`config.mk`:
```
export PLATFORM = sky130hd
export DESIGN_NAME = dec_real_mul
export DESIGN_NICKNAME = d
export VERILOG_FILES = /design/src/rtl/dec_mul_pkg.sv /design/src/rtl/dec_scaler.sv /design/src/rtl/dec_divider.sv /design/src/rtl/dec_real_mul.sv
export SDC_FILE = /design/constraint.sdc
export NUM_CORES = 1
export LEC_CHECK = 0
export ABC_AREA = 1
export BUFFER_PORTS_ARGS = -buffer_cell sky130_fd_sc_hd__clkbuf_2
export CAP_MARGIN = 5
export CORE_ASPECT_RATIO = 0.9
export CORE_UTILIZATION = 40
export DETAILED_ROUTE_END_ITERATION = 10
export SYNTH_ARGS = -nofsm -noshare
export SYNTH_HDL_FRONTEND = slang
export SYNTH_SLANG_ARGS = --single-unit
export TNS_END_PERCENT = 1
```
`constraint.sdc`:
```
create_clock -name clk_i -period 8 [get_ports clk_i]
set_input_delay 1.6 -clock clk_i [delete_from_list [all_inputs] [get_ports clk_i]]
set_output_delay 1.6 -clock clk_i [all_outputs]
set_load 0.01 [all_outputs]
```
`src/rtl/dec_mul_pkg.sv`:
```
package dec_mul_pkg;

  function automatic longint unsigned pow10(input int unsigned n);
    longint unsigned r;
    r = 1;
    for (int unsigned i = 0; i < n; i++) r = r * 10;
    return r;
  endfunction

  typedef enum logic [1:0] {
    ST_IDLE  = 2'd0,
    ST_SCALE = 2'd1,
    ST_DIV   = 2'd2
  } mul_state_e;

endpackage

```
`src/rtl/dec_scaler.sv`:
```
// Multiplies a loaded value by ten once per cycle, count_i times.
module dec_scaler #(
  parameter int unsigned W  = 18,
  parameter int unsigned CW = 3
) (
  input  logic          clk_i,
  input  logic          rst_ni,
  input  logic          load_i,
  input  logic [W-1:0]  base_i,
  input  logic [CW-1:0] count_i,
  output logic [W-1:0]  value_o,
  output logic          done_o
);
  logic [W-1:0]  val_q;
  logic [CW-1:0] cnt_q;

  always_ff @(posedge clk_i or negedge rst_ni) begin
    if (!rst_ni) begin
      val_q <= '0;
      cnt_q <= '0;
    end else if (load_i) begin
      val_q <= base_i;
      cnt_q <= count_i;
    end else if (cnt_q != '0) begin
      val_q <= (val_q << 3) + (val_q << 1);
      cnt_q <= cnt_q - 1'b1;
    end
  end

  assign value_o = val_q;
  assign done_o  = (cnt_q == '0);

  assert_done_holds_R2: assert property (@(posedge clk_i) disable iff (!rst_ni)
    (done_o && !load_i) |=> (done_o && $stable(value_o)));

  assert_count_drops_R5: assert property (@(posedge clk_i) disable iff (!rst_ni)
    (!done_o && !load_i) |=> (cnt_q == $past(cnt_q) - 1'b1));
endmodule

```
`src/rtl/dec_divider.sv`:
```
// Restoring divider, one quotient bit per cycle, DW steps.
module dec_divider #(
  parameter int unsigned DW = 36,
  parameter int unsigned VW = 20
) (
  input  logic          clk_i,
  input  logic          rst_ni,
  input  logic          start_i,
  input  logic [DW-1:0] dividend_i,
  input  logic [VW-1:0] divisor_i,
  output logic          valid_o,
  output logic [DW-1:0] quotient_o,
  output logic [VW-1:0] remainder_o
);
  localparam int unsigned CNT_W = $clog2(DW + 1);

  logic [DW-1:0]    dvd_q;
  logic [VW-1:0]    rem_q, dsr_q;
  logic [CNT_W-1:0] cnt_q;
  logic             busy_q, valid_q;
  logic [VW:0]      rem_sh, diff;

  assign rem_sh = {rem_q, dvd_q[DW-1]};
  assign diff   = rem_sh - {1'b0, dsr_q};

  always_ff @(posedge clk_i or negedge rst_ni) begin
    if (!rst_ni) begin
      dvd_q   <= '0;
      rem_q   <= '0;
      dsr_q   <= '0;
      cnt_q   <= '0;
      busy_q  <= 1'b0;
      valid_q <= 1'b0;
    end else begin
      valid_q <= 1'b0;
      if (start_i) begin
        dvd_q  <= dividend_i;
        dsr_q  <= divisor_i;
        rem_q  <= '0;
        cnt_q  <= CNT_W'(DW);
        busy_q <= 1'b1;
      end else if (busy_q) begin
        // restore when the trial subtraction goes negative
        if (diff[VW]) begin
          rem_q <= rem_sh[VW-1:0];
          dvd_q <= {dvd_q[DW-2:0], 1'b0};
        end else begin
          rem_q <= diff[VW-1:0];
          dvd_q <= {dvd_q[DW-2:0], 1'b1};
        end
        cnt_q <= cnt_q - 1'b1;
        if (cnt_q == CNT_W'(1)) begin
          busy_q  <= 1'b0;
          valid_q <= 1'b1;
        end
      end
    end
  end

  assign valid_o     = valid_q;
  assign quotient_o  = dvd_q;
  assign remainder_o = rem_q;

  assert_rem_below_divisor_R4: assert property (@(posedge clk_i) disable iff (!rst_ni)
    valid_o |-> (remainder_o < dsr_q));

  assert_no_restart_R6: assert property (@(posedge clk_i) disable iff (!rst_ni)
    busy_q |-> !start_i);
endmodule

```
`src/rtl/dec_real_mul.sv`:
```
module dec_real_mul
  import dec_mul_pkg::*;
#(
  parameter int unsigned MAX_DIGITS = 3,
  parameter int unsigned INT_W      = 8,
  localparam int unsigned DIG_W  = $clog2(MAX_DIGITS + 1),
  localparam int unsigned FRAC_W = $clog2(pow10(MAX_DIGITS)),
  localparam int unsigned SUM_W  = $clog2(2 * MAX_DIGITS + 1),
  localparam int unsigned SC_W   = $clog2((longint'(1) << INT_W) * pow10(MAX_DIGITS)),
  localparam int unsigned PROD_W = 2 * SC_W,
  localparam int unsigned POW_W  = $clog2(pow10(2 * MAX_DIGITS) + 1)
) (
  input  logic              clk_i,
  input  logic              rst_ni,
  input  logic              in_valid_i,
  output logic              in_ready_o,
  input  logic [INT_W-1:0]  a_int_i,
  input  logic [FRAC_W-1:0] a_frac_i,
  input  logic [DIG_W-1:0]  a_digits_i,
  input  logic [INT_W-1:0]  b_int_i,
  input  logic [FRAC_W-1:0] b_frac_i,
  input  logic [DIG_W-1:0]  b_digits_i,
  output logic              out_valid_o,
  output logic [PROD_W-1:0] product_o,
  output logic [SUM_W-1:0]  digits_o,
  output logic [PROD_W-1:0] int_part_o,
  output logic [POW_W-1:0]  frac_part_o
);
  mul_state_e        state_q;
  logic              accept, load, all_done, div_start, div_valid;
  logic [FRAC_W-1:0] fa_q, fb_q;
  logic [SUM_W-1:0]  dsum, digits_q;
  logic [SC_W-1:0]   val_a, val_b, scaled_a, scaled_b;
  logic [POW_W-1:0]  pow_val, pow_q;
  logic              done_a, done_b, done_p;
  logic [PROD_W-1:0] prod_raw, prod_q;

  assign in_ready_o = (state_q == ST_IDLE);
  assign accept     = in_valid_i && in_ready_o;
  assign load       = accept;
  assign dsum       = SUM_W'(a_digits_i) + SUM_W'(b_digits_i);
  assign all_done   = done_a && done_b && done_p;
  assign div_start  = (state_q == ST_SCALE) && all_done;

  dec_scaler #(.W(SC_W), .CW(DIG_W)) i_scale_a (
    .clk_i, .rst_ni, .load_i(load), .base_i(SC_W'(a_int_i)),
    .count_i(a_digits_i), .value_o(val_a), .done_o(done_a));

  dec_scaler #(.W(SC_W), .CW(DIG_W)) i_scale_b (
    .clk_i, .rst_ni, .load_i(load), .base_i(SC_W'(b_int_i)),
    .count_i(b_digits_i), .value_o(val_b), .done_o(done_b));

  dec_scaler #(.W(POW_W), .CW(SUM_W)) i_scale_pow (
    .clk_i, .rst_ni, .load_i(load), .base_i(POW_W'(1)),
    .count_i(dsum), .value_o(pow_val), .done_o(done_p));

  assign scaled_a = val_a + SC_W'(fa_q);
  assign scaled_b = val_b + SC_W'(fb_q);
  assign prod_raw = PROD_W'(scaled_a) * PROD_W'(scaled_b);

  always_ff @(posedge clk_i or negedge rst_ni) begin
    if (!rst_ni) begin
      state_q  <= ST_IDLE;
      fa_q     <= '0;
      fb_q     <= '0;
      digits_q <= '0;
      prod_q   <= '0;
      pow_q    <= '0;
    end else begin
      unique case (state_q)
        ST_IDLE: if (accept) begin
          fa_q     <= a_frac_i;
          fb_q     <= b_frac_i;
          digits_q <= dsum;
          state_q  <= ST_SCALE;
        end
        ST_SCALE: if (all_done) begin
          prod_q  <= prod_raw;
          pow_q   <= pow_val;
          state_q <= ST_DIV;
        end
        ST_DIV: if (div_valid) state_q <= ST_IDLE;
        default: state_q <= ST_IDLE;
      endcase
    end
  end

  dec_divider #(.DW(PROD_W), .VW(POW_W)) i_div (
    .clk_i, .rst_ni, .start_i(div_start), .dividend_i(prod_raw),
    .divisor_i(pow_val), .valid_o(div_valid), .quotient_o(int_part_o),
    .remainder_o(frac_part_o));

  assign out_valid_o = div_valid;
  assign product_o   = prod_q;
  assign digits_o    = digits_q;

  assert_split_consistent_R4: assert property (@(posedge clk_i) disable iff (!rst_ni)
    out_valid_o |-> ((int_part_o * PROD_W'(pow_q)) + PROD_W'(frac_part_o) == product_o));

  assert_valid_single_R5: assert property (@(posedge clk_i) disable iff (!rst_ni)
    out_valid_o |=> !out_valid_o);

  assert_busy_during_pulse_R6: assert property (@(posedge clk_i) disable iff (!rst_ni)
    out_valid_o |-> !in_ready_o);

  assert_ready_after_pulse_R6: assert property (@(posedge clk_i) disable iff (!rst_ni)
    out_valid_o |=> in_ready_o);

  assert_digit_range_R3: assert property (@(posedge clk_i) disable iff (!rst_ni)
    out_valid_o |-> (digits_o <= SUM_W'(2 * MAX_DIGITS)));
endmodule

```
==> summary.txt <==
Outcome
  – Status: finished, final reports clean

Clocking
  – Clock sinks: 208
  – CTS root buf: clkbuf_16
  – Clk Latency, worst-skew pair: 0.58 ns
  – Hold Buf Count CTS: 0
  – CTS Buffer Depth: 3
  – Post-CTS setup buffer count: 0
  – Worst-path clk slew: 0.06 ns
  – Post-cts gate resize count: 0
  – CTS H-Tree Depth: 1
  – Clock buffer count from CTS: 26
  – CTS tree: yes

Logic synthesis
  – Yosys reg bits: 208
  – Syn Inst Count: 3339
  – EDFF count, synth: 0
  – Synth area leader: fa_1
  – Asr flop ratio synth: 100%
  – Mapped cell area: 24400 µm²
  – Ys Warns: 0
  – Sequential fraction of the synthesis area: 21.4%
  – Syn Area/Cell: 7.29 µm²
  – Yosys cell types: 52
  – Synth area leaders: fa_1, dfrtp_1, nand2_1
  – Syn_nets: 3846
  – Yosys top cell area share: 21.6%
  – Ys flop type: dfrtp_1

Floorplanning
  – Die H: 236 µm
  – Core area: 60000 µm²
  – Number of top-level pins: 140
  – Die X: 262 µm
  – Die area: 61900 µm²
  – Row cnt: 85
  – Starting Density: 40.6%

Routing
  – Residual DRC count: 0
  – Total Wirelength: 69.8 mm
  – DR WL/cell: 16.3 µm
  – Via count: 21.0k
  – Vias per cell: 4.91
  – First-pass detailed-route iteration total: 5
  – ANT nets after route: 0
  – Initial drt markers: 1358

Setup path
  – Most used cell, CP: nand2_1
  – Worst path bufs/invs: 4
  – Critical setup path kind: reg -> reg
  – CP startpoint kind: register
  – Slowest stage delay, CP: 0.60 ns
  – CP Depth: 29
  – WP data required: 8.47 ns
  – Critical Path AT: 7.89 ns
  – Delay-heaviest family, CP: adder cells
  – CP max stage cell: fa_1
  – Worst Setup End Kind: register
  – Worst-path fanout max: 13
  – R2R cell count: 29

Final layout
  – Area growth syn-to-layout: 10.9%
  – Multi-input gate area in the final layout: 16300 µm²
  – Fill count: 6248
  – Nets@finish: 3982
  – Antenna diode count: 0
  – FF/Latch Area: 5200 µm²
  – Ratio of cells with drive above 1 in the final layout: 7.75%

STA
  – Fmax: 135 MHz
  – Final worst-path cycle share: 92.8%
  – Slew margin rel.: 36.2%
  – Final setup fails: 0
  – Final min period: 7.43 ns
  – Worst slew pin tran: 0.958 ns
  – Hold Fails Final Rpt: 0
  – Clk_skew: 0.0335 ns
  – RSZ-0062 raised after global routing: false
  – Post-Route Setup TNS: 0 ns
  – Max Transition Viols Final: 0

Global routing
  – Met1 usage: 34.7%
  – Vias in the first global route: 21.0k
  – Global route hottest layer: met2
  – Total gr overflow: 0
  – Antenna violations before repair: 0
  – GRT Resource Usage Total: 23.4%
  – GR Util met2: 35.5%
  – Pin count of the biggest net entering global routing: 109
  – GRT met3 Usage: 4.17%
  – First-pass GRT wire length: 115 mm

Run
  – Max-Cap Viols: 0

Worst hold path
  – Hold WC Path Type: reg -> reg
  – Hold Crit Depth: 2

Placement
  – RePlAce Congestion: 0.932
  – Detailed placer's ending HPWL: 56.3 mm
  – Port bufs: 139
worst reg2reg max path: cells and delay by family (launching register included):
family / cells / cell delay, ns
and+or+nand+nor: 12 / 1.46
AOI/OAI and AO/OA: 5 / 0.87
buffers and inverters: 4 / 0.64
adders and majority gates: 8 / 3.93
DFF: 1 / 0.44
flip-flops by register name (all words and copies together) (netlist names), 3 cells and up:
signal               flops
i_div.quotient_o        36
product_o               36
i_div.dsr_q             20
i_div.remainder_o       20
i_scale_pow.value_o     20
i_scale_a.value_o       18
i_scale_b.value_o       18
fa_q                    10
fb_q                    10
i_div.cnt_q              6
digits_o                 3
i_scale_pow.cnt_q        3
logic make-up (layout without fill, tap and decap cells):
logic type                 after synthesis  after routing  synth area share (%)
buffers and inverters                  739            895                  11.6
AOI/OAI and AO/OA                      318            318                  7.36
and+or+nand+nor                       1564           1564                  25.9
adders and majority gates              464            464                  31.9
DFF                                    208            208                  21.4
xor gates and xnor gates                46             46                  1.92
area by class of cell:
| type | instances | share of cell area (%) |
|---|---|---|
| inverters | 665 | 9.24 |
| repair buffers | 182 | 3.85 |
| multi-input cells | 2392 | 60.5 |
| well taps | 783 | 3.63 |
| flip-flops and latches | 208 | 19.3 |
| clock inverters | 16 | 0.958 |
| clock buffers | 32 | 2.60 |
metal layers:
| metal | routed length (µm) | share of wire, % |
|---|---|---|
| met1 | 33700 | 48 |
| met2 | 30000 | 43 |
| met3 | 4430 | 6.4 |
| met4 | 1680 | 2.4 |
| met5 | 0 | 0 |
path summary, 6_finish.rpt:
path                       slack (ns)                                start                                  end
hold / removal                   0.48  i_scale_pow.value_o[19]$_DFFE_PN0P_  i_scale_pow.value_o[19]$_DFFE_PN0P_
min in group asynchronous        1.08                               rst_ni     i_scale_a.value_o[5]$_DFFE_PN0P_
hold reg to reg                  0.48  i_scale_pow.value_o[19]$_DFFE_PN0P_  i_scale_pow.value_o[19]$_DFFE_PN0P_
max in group asynchronous        5.78                               rst_ni            product_o[16]$_DFFE_PN0P_
setup / recovery                 0.57     i_scale_a.value_o[6]$_DFFE_PN0P_     i_div.quotient_o[20]$_DFFE_PN0P_
setup reg to reg                 0.57     i_scale_a.value_o[6]$_DFFE_PN0P_     i_div.quotient_o[20]$_DFFE_PN0P_
layout by cell type, fill, tap and decap left out, types with 11 or more instances in the layout:
cell / n
clkbuf_16: 26
a31oi_1: 11
nand2_1: 1046
o21ai_0: 116
nand3_1: 143
nand4_1: 17
dfrtp_1: 208
a21oi_1: 125
xor2_1: 24
xnor2_1: 15
o211ai_1: 13
nand3b_1: 21
o21bai_1: 17
fa_1: 263
buf_4: 42
clkbuf_2: 138
inv_1: 649
ha_1: 201
nor3_1: 25
inv_2: 13
nor2_1: 286
Yosys cell counts (all sizes together) (4+ instances only):
| cell | n |
|---|---|
| ha | 201 |
| o22ai | 4 |
| nand3b | 21 |
| inv | 662 |
| nor2 | 292 |
| a31oi | 11 |
| o31ai | 4 |
| fa | 263 |
| nor3 | 27 |
| buf | 38 |
| o21ai | 120 |
| o21bai | 17 |
| nand3 | 145 |
| o211ai | 13 |
| dfrtp | 208 |
| nand2 | 1052 |
| xnor2 | 15 |
| xor2 | 31 |
| or2 | 4 |
| clkbuf | 36 |
| o221ai | 5 |
| a21o | 6 |
| a21oi | 126 |
| nand4 | 17 |
stage by stage:
step / cells / utilization (%) / area, µm² / hold WS, ns / setup WS, ns
floorplan: 3339 / - / 24400 / 0.449 / 1.38
global placement: 4230 / 43.4 / 26100 / 0.463 / 0.674
detailed placement: 4230 / 43.4 / 26100 / 0.466 / 0.643
CTS: 4278 / 45.1 / 27000 / 0.484 / 0.646
global route: 4278 / 45.1 / 27000 / 0.496 / 0.125
finish: 4278 / 45.1 / 27000 / 0.479 / 0.575
Power is left out: the tool's default activity adds up to more than one toggle a clock period on the data nets, which glitch-free logic cannot reach.
